## src/rtl/sat_mac_pkg.sv

```systemverilog
package sat_mac_pkg;
  typedef struct packed {
    logic vld;
    logic clr;
    logic en;
    logic sat;
  } mac_ctl_t;
endpackage

```

## src/rtl/mac_mult_pipe.sv

```systemverilog
module mac_mult_pipe
  import sat_mac_pkg::*;
#(
  parameter int OP_W = 32
) (
  input  logic              clk,
  input  logic              rst_n,
  input  logic [OP_W-1:0]   a_i,
  input  logic [OP_W-1:0]   b_i,
  input  mac_ctl_t          ctl_i,
  output logic [2*OP_W-1:0] prod_o,
  output mac_ctl_t          ctl_o
);
  localparam int P_W = 2 * OP_W;

  logic [OP_W-1:0] a_q, b_q;
  mac_ctl_t        s1_ctl_q, s2_ctl_q;
  logic [P_W-1:0]  prod_d, prod_q;
  logic            op_load, prod_load;

  assign op_load   = ctl_i.vld;
  assign prod_load = s1_ctl_q.vld;

  always_comb begin
    prod_d = $signed({{OP_W{a_q[OP_W-1]}}, a_q}) * $signed({{OP_W{b_q[OP_W-1]}}, b_q});
  end

  always_ff @(posedge clk or negedge rst_n) begin
    if (!rst_n) begin
      a_q <= '0;
      b_q <= '0;
    end else if (op_load) begin
      a_q <= a_i;
      b_q <= b_i;
    end
  end

  always_ff @(posedge clk or negedge rst_n) begin
    if (!rst_n) begin
      prod_q <= '0;
    end else if (prod_load) begin
      prod_q <= prod_d;
    end
  end

  always_ff @(posedge clk or negedge rst_n) begin
    if (!rst_n) begin
      s1_ctl_q <= '0;
      s2_ctl_q <= '0;
    end else begin
      s1_ctl_q <= ctl_i;
      s2_ctl_q <= s1_ctl_q;
    end
  end

  assign prod_o = prod_q;
  assign ctl_o  = s2_ctl_q;

  AST_PROD_LATENCY: assert property (@(posedge clk) disable iff (!rst_n)
    ctl_o.vld == $past(ctl_i.vld, 2));

endmodule

```

## src/rtl/mac_accum.sv

```systemverilog
module mac_accum
  import sat_mac_pkg::*;
#(
  parameter int P_W   = 64,
  parameter int ACC_W = 80
) (
  input  logic             clk,
  input  logic             rst_n,
  input  logic [P_W-1:0]   prod_i,
  input  mac_ctl_t         ctl_i,
  output logic [ACC_W-1:0] acc_d_o,
  output logic [ACC_W-1:0] acc_q_o
);
  localparam int GUARD_W = ACC_W - P_W;

  logic [ACC_W-1:0] prod_ext, acc_d, acc_q;

  assign prod_ext = {{GUARD_W{prod_i[P_W-1]}}, prod_i};

  always_comb begin
    acc_d = acc_q;
    if (ctl_i.clr) begin
      acc_d = ctl_i.vld ? prod_ext : '0;
    end else if (ctl_i.en && ctl_i.vld) begin
      acc_d = acc_q + prod_ext;
    end
  end

  always_ff @(posedge clk or negedge rst_n) begin
    if (!rst_n) begin
      acc_q <= '0;
    end else begin
      acc_q <= acc_d;
    end
  end

  assign acc_d_o = acc_d;
  assign acc_q_o = acc_q;

  AST_CLEAR_EMPTY: assert property (@(posedge clk) disable iff (!rst_n)
    (ctl_i.clr && !ctl_i.vld) |=> (acc_q == '0));

  AST_IDLE_HOLD: assert property (@(posedge clk) disable iff (!rst_n)
    (!ctl_i.clr && !(ctl_i.en && ctl_i.vld)) |=> $stable(acc_q));

endmodule

```

## src/rtl/mac_narrow.sv

```systemverilog
module mac_narrow #(
  parameter int ACC_W = 80,
  parameter int OUT_W = 32
) (
  input  logic [ACC_W-1:0] acc_i,
  input  logic             sat_i,
  output logic [OUT_W-1:0] out_o,
  output logic             clamp_o
);
  localparam int TOP_W = ACC_W - OUT_W + 1;
  localparam logic [OUT_W-1:0] POS_MAX = {1'b0, {(OUT_W-1){1'b1}}};
  localparam logic [OUT_W-1:0] NEG_MIN = {1'b1, {(OUT_W-1){1'b0}}};

  logic [TOP_W-1:0] top_bits;
  logic             fits;

  assign top_bits = acc_i[ACC_W-1:OUT_W-1];
  assign fits     = (&top_bits) | ~(|top_bits);

  always_comb begin
    clamp_o = sat_i & ~fits;
    if (clamp_o) begin
      out_o = acc_i[ACC_W-1] ? NEG_MIN : POS_MAX;
    end else begin
      out_o = acc_i[OUT_W-1:0];
    end
  end

endmodule

```

## src/rtl/sat_mac.sv

```systemverilog
module sat_mac
  import sat_mac_pkg::*;
#(
  parameter int OP_W  = 32,
  parameter int ACC_W = 80,
  parameter int OUT_W = 32
) (
  input  logic             clk,
  input  logic             rst_n,
  input  logic             in_vld,
  input  logic [OP_W-1:0]  in_a,
  input  logic [OP_W-1:0]  in_b,
  input  logic             in_clr,
  input  logic             in_acc,
  input  logic             in_sat,
  output logic [OUT_W-1:0] res_q,
  output logic             ovf_q
);
  localparam int P_W = 2 * OP_W;
  localparam logic [OUT_W-1:0] POS_MAX = {1'b0, {(OUT_W-1){1'b1}}};
  localparam logic [OUT_W-1:0] NEG_MIN = {1'b1, {(OUT_W-1){1'b0}}};

  mac_ctl_t         in_ctl, acc_ctl;
  logic [P_W-1:0]   prod;
  logic [ACC_W-1:0] acc_d, acc_q;
  logic [OUT_W-1:0] res_d, narrow_out;
  logic             ovf_d, clamp;

  assign in_ctl = '{vld: in_vld, clr: in_clr, en: in_acc, sat: in_sat};

  mac_mult_pipe #(.OP_W(OP_W)) i_mult (
    .clk(clk), .rst_n(rst_n), .a_i(in_a), .b_i(in_b),
    .ctl_i(in_ctl), .prod_o(prod), .ctl_o(acc_ctl)
  );

  mac_accum #(.P_W(P_W), .ACC_W(ACC_W)) i_accum (
    .clk(clk), .rst_n(rst_n), .prod_i(prod), .ctl_i(acc_ctl),
    .acc_d_o(acc_d), .acc_q_o(acc_q)
  );

  mac_narrow #(.ACC_W(ACC_W), .OUT_W(OUT_W)) i_narrow (
    .acc_i(acc_d), .sat_i(acc_ctl.sat), .out_o(narrow_out), .clamp_o(clamp)
  );

  always_comb begin
    res_d = narrow_out;
    ovf_d = (acc_ctl.clr ? 1'b0 : ovf_q) | clamp;
  end

  always_ff @(posedge clk or negedge rst_n) begin
    if (!rst_n) begin
      res_q <= '0;
      ovf_q <= 1'b0;
    end else begin
      res_q <= res_d;
      ovf_q <= ovf_d;
    end
  end

  AST_CLAMP_VALUE: assert property (@(posedge clk) disable iff (!rst_n)
    $rose(ovf_q) |-> (res_q == POS_MAX || res_q == NEG_MIN));

  AST_FLAG_STICKY: assert property (@(posedge clk) disable iff (!rst_n)
    (ovf_q && !acc_ctl.clr) |=> ovf_q);

  AST_WRAP_CLEAR_NO_FLAG: assert property (@(posedge clk) disable iff (!rst_n)
    (acc_ctl.clr && !acc_ctl.sat) |=> !ovf_q);

  AST_RESULT_TRACKS_ACC: assert property (@(posedge clk) disable iff (!rst_n)
    !acc_ctl.sat |=> (res_q == acc_q[OUT_W-1:0]));

endmodule

```

## config.mk

```make
export PLATFORM = sky130hd
export DESIGN_NAME = sat_mac
export DESIGN_NICKNAME = d
export VERILOG_FILES = /design/src/rtl/sat_mac_pkg.sv /design/src/rtl/mac_mult_pipe.sv /design/src/rtl/mac_accum.sv /design/src/rtl/mac_narrow.sv /design/src/rtl/sat_mac.sv
export SDC_FILE = /design/constraint.sdc
export NUM_CORES = 2
export LEC_CHECK = 0
export ABC_AREA = 1
export BUFFER_PORTS_ARGS = -buffer_cell sky130_fd_sc_hd__buf_2
export CAP_MARGIN = 20
export CORE_ASPECT_RATIO = 0.6
export CORE_UTILIZATION = 24
export DETAILED_ROUTE_END_ITERATION = 10
export HOLD_SLACK_MARGIN = 0.02
export PLACE_DENSITY = 0.38
export REMOVE_ABC_BUFFERS = 1
export SLEW_MARGIN = 10
export SYNTH_ARGS = -nofsm -noshare
export SYNTH_HDL_FRONTEND = slang
export SYNTH_HIERARCHICAL = 1
export SYNTH_SLANG_ARGS = --single-unit
```

## constraint.sdc

```tcl
create_clock -name clk -period 18.8 [get_ports clk]
set_input_delay 3.76 -clock clk [delete_from_list [all_inputs] [get_ports clk]]
set_output_delay 3.76 -clock clk [all_outputs]
set_load 0.02 [all_outputs]
```

==> metrics <==
yosys warns=6; Setup crit start kind=flip-flop; critical path type=reg -> reg; Post-CTS Resized=0; Mean Syn Cell Area=7.32 um2; Seq/Total Area, Yosys=11.1%; ys async rst share=100%; Post-synth EDFFs=0; Hold Path Depth=0; Hold Fails Final Rpt=0; row cnt=137; Initial Util=24.2%; Synth Register Bits=249; Worst path depth=27; outcome=complete, but fails checks; dpl cell area=60,100 um2; Rel. slew slack=28.9%; Die X-Extent=627 um; Final setup viols=0; hold crit path type=reg -> reg; WL per Instance=19.6 um; RSZ-0062 raised after global routing=no; CP bufs+invs=8; Synth area leaders=fa_1 39%, nand2_1 16%, inv_1 14%; Die Footprint=236,000 um2; slowest stage delay, CP=0.88 ns; grt ovf=0; minimum clock period=8.44 ns; overall routing resource usage=18.1%; crit-path max FO=30; worst path required time=19.36 ns; Netlist cell types=46; Main synth FF type=dfrtp_1; most common library cells after synthesis=2,443 x nand2_1, 2,026 x inv_1, 1,083 x fa_1; Post-Synthesis Cells=7,685; Core ar.=233,000 um2; fmax=118 MHz; # Max-Cap Violations=0; most used cell, CP=fa_1; CTS Sinks=249; CP Capture Type=flip-flop; Finished Cell Area=61,400 um2; Num CTS Buffers=36; antenna violations before repair=7; I/O Buffers=102; TritonRoute pass-1 iters=11; die height=377 um; Final TNS setup=0 ns; TritonCTS clock tree=yes; Hold Buf Count CTS=0; number of H-tree levels=2; DRC=4; final slew viol count=0; DP HPWL=178,000 um; RePlAce Congestion=0.911; Ports=103; ratio of cells with drive above 1 in the final layout=5.88%; first-pass GRT wire length=319,000 um; vias per cell=4.26; FF-to-FF path depth=27; Clock Latency Late Sink=0.63 ns; Initial DRC Count=3,350; Synth Cell Area=56,300 um2; Routed WL=210,000 um; largest net degree at the start of global routing=111; Synth area leader=fa_1; setup repair bufs after CTS=0; CP max stage cell=fa_1; Bufs on Longest Clock Path=3; total number of vias=45,800; Worst Clk Skew=0.0280 ns; CTS root buffer=clkbuf_16; period utilization=44.9%; Worst EP arrival=9.00 ns; area grow syn2layout=9.10%; vias in the first global route=47,800; Clock transition at path regs=0.08 ns; worst-margin pin slew=1.07 ns; nets=9,012; Post-DRT Antenna Nets=0; most used standard cell by instance count after synthesis=nand2_1; violated checks=design-rule violations; Synth top area share=38.5%; family with the most delay on the worst path=adder cells; Hold WS=0.351 ns
logic make-up after synthesis:
family / share of synthesized area (%)
compound gates: 3.00
xor+xnor: 1.03
fa+ha+maj: 44.4
buf+inv: 15.8
flops: 11.1
mux: 1.12
simple gates: 23.6
worst reg2reg max path: cells and delay by family (launching register included):
family                   cells  cell delay, ns
AND/OR/NAND/NOR              6            0.62
adder cells (fa/ha/maj)      9            4.76
AO/OA/AOI/OAI                4            1.00
flip-flops                   1            0.38
buffers and inverters        8            1.60
cell usage in the layout, fill, tap and decap left out, drive strengths merged, types with 37 or more instances in the layout:
| cell | count |
|---|---|
| inv | 2053 |
| buf | 179 |
| nand2 | 2476 |
| o21ai | 107 |
| nor2 | 530 |
| ha | 263 |
| a21oi | 146 |
| mux2 | 55 |
| fa | 1083 |
| nand3 | 220 |
| dfrtp | 249 |
| xor2 | 37 |
| clkbuf | 48 |
final timing paths:
path	to	startpoint	slack (ns)
setup / recovery	i_mult/prod_o[60]	i_mult/a_q[31]	10.36
hold / removal	i_mult/ctl_o[1]	i_mult/s1_ctl_q[1]	0.35
setup reg to reg	i_mult/prod_o[60]	i_mult/a_q[31]	10.36
hold reg to reg	i_mult/ctl_o[1]	i_mult/s1_ctl_q[1]	0.35
max in group asynchronous	i_accum/acc_q_o[66]	rst_n	14.22
min in group asynchronous	res_q[2]	rst_n	3.14
layer usage:
layer | vias up | track usage [%] | share of wire, %
met2 | 1099 | 24.2 | 37
met3 | 103 | 3.22 | 6.6
met5 | - | 0.286 | 0.17
met4 | 6 | 2.29 | 1.2
li1 | 21700 | - | -
met1 | 23000 | 29.9 | 55
metrics by stage:
stage | utilization, % | std cells | worst slack (ns)
6_report | 26.4 | 10800 | 10.36
4_1_cts | 26.4 | 10800 | 10.33
5_1_grt | 26.4 | 10800 | 9.74
3_3_place_gp | 25.8 | 10700 | 10.43
2_1_floorplan | - | 7379 | 11.40
3_5_place_dp | 25.8 | 10700 | 10.38
layout make-up:
class | count | area [um2]
Antenna cell | 3 | 7.51
Clock buffer | 48 | 1010
Clock inverter | 18 | 236
Fill cell | 25700 | 171000
Inverter | 2053 | 7710
Multi-Input combinational cell | 5077 | 41100
Sequential cell | 249 | 6240
Tap cell | 3127 | 3910
Timing Repair Buffer | 179 | 1130
registers in the layout, summed over array words and instances, names as in the netlist:
signal	cells
i_mult/prod_load	1
i_mult/ctl_o	4
res_q	32
i_mult/prod_o	64
i_mult/s1_ctl_q	3
i_accum/acc_q_o	80
i_mult/a_q	32
i_mult/b_q	32
ovf_q	1
Power is left out: the tool's default activity adds up to more than one toggle a clock period on the data nets, which glitch-free logic cannot reach.
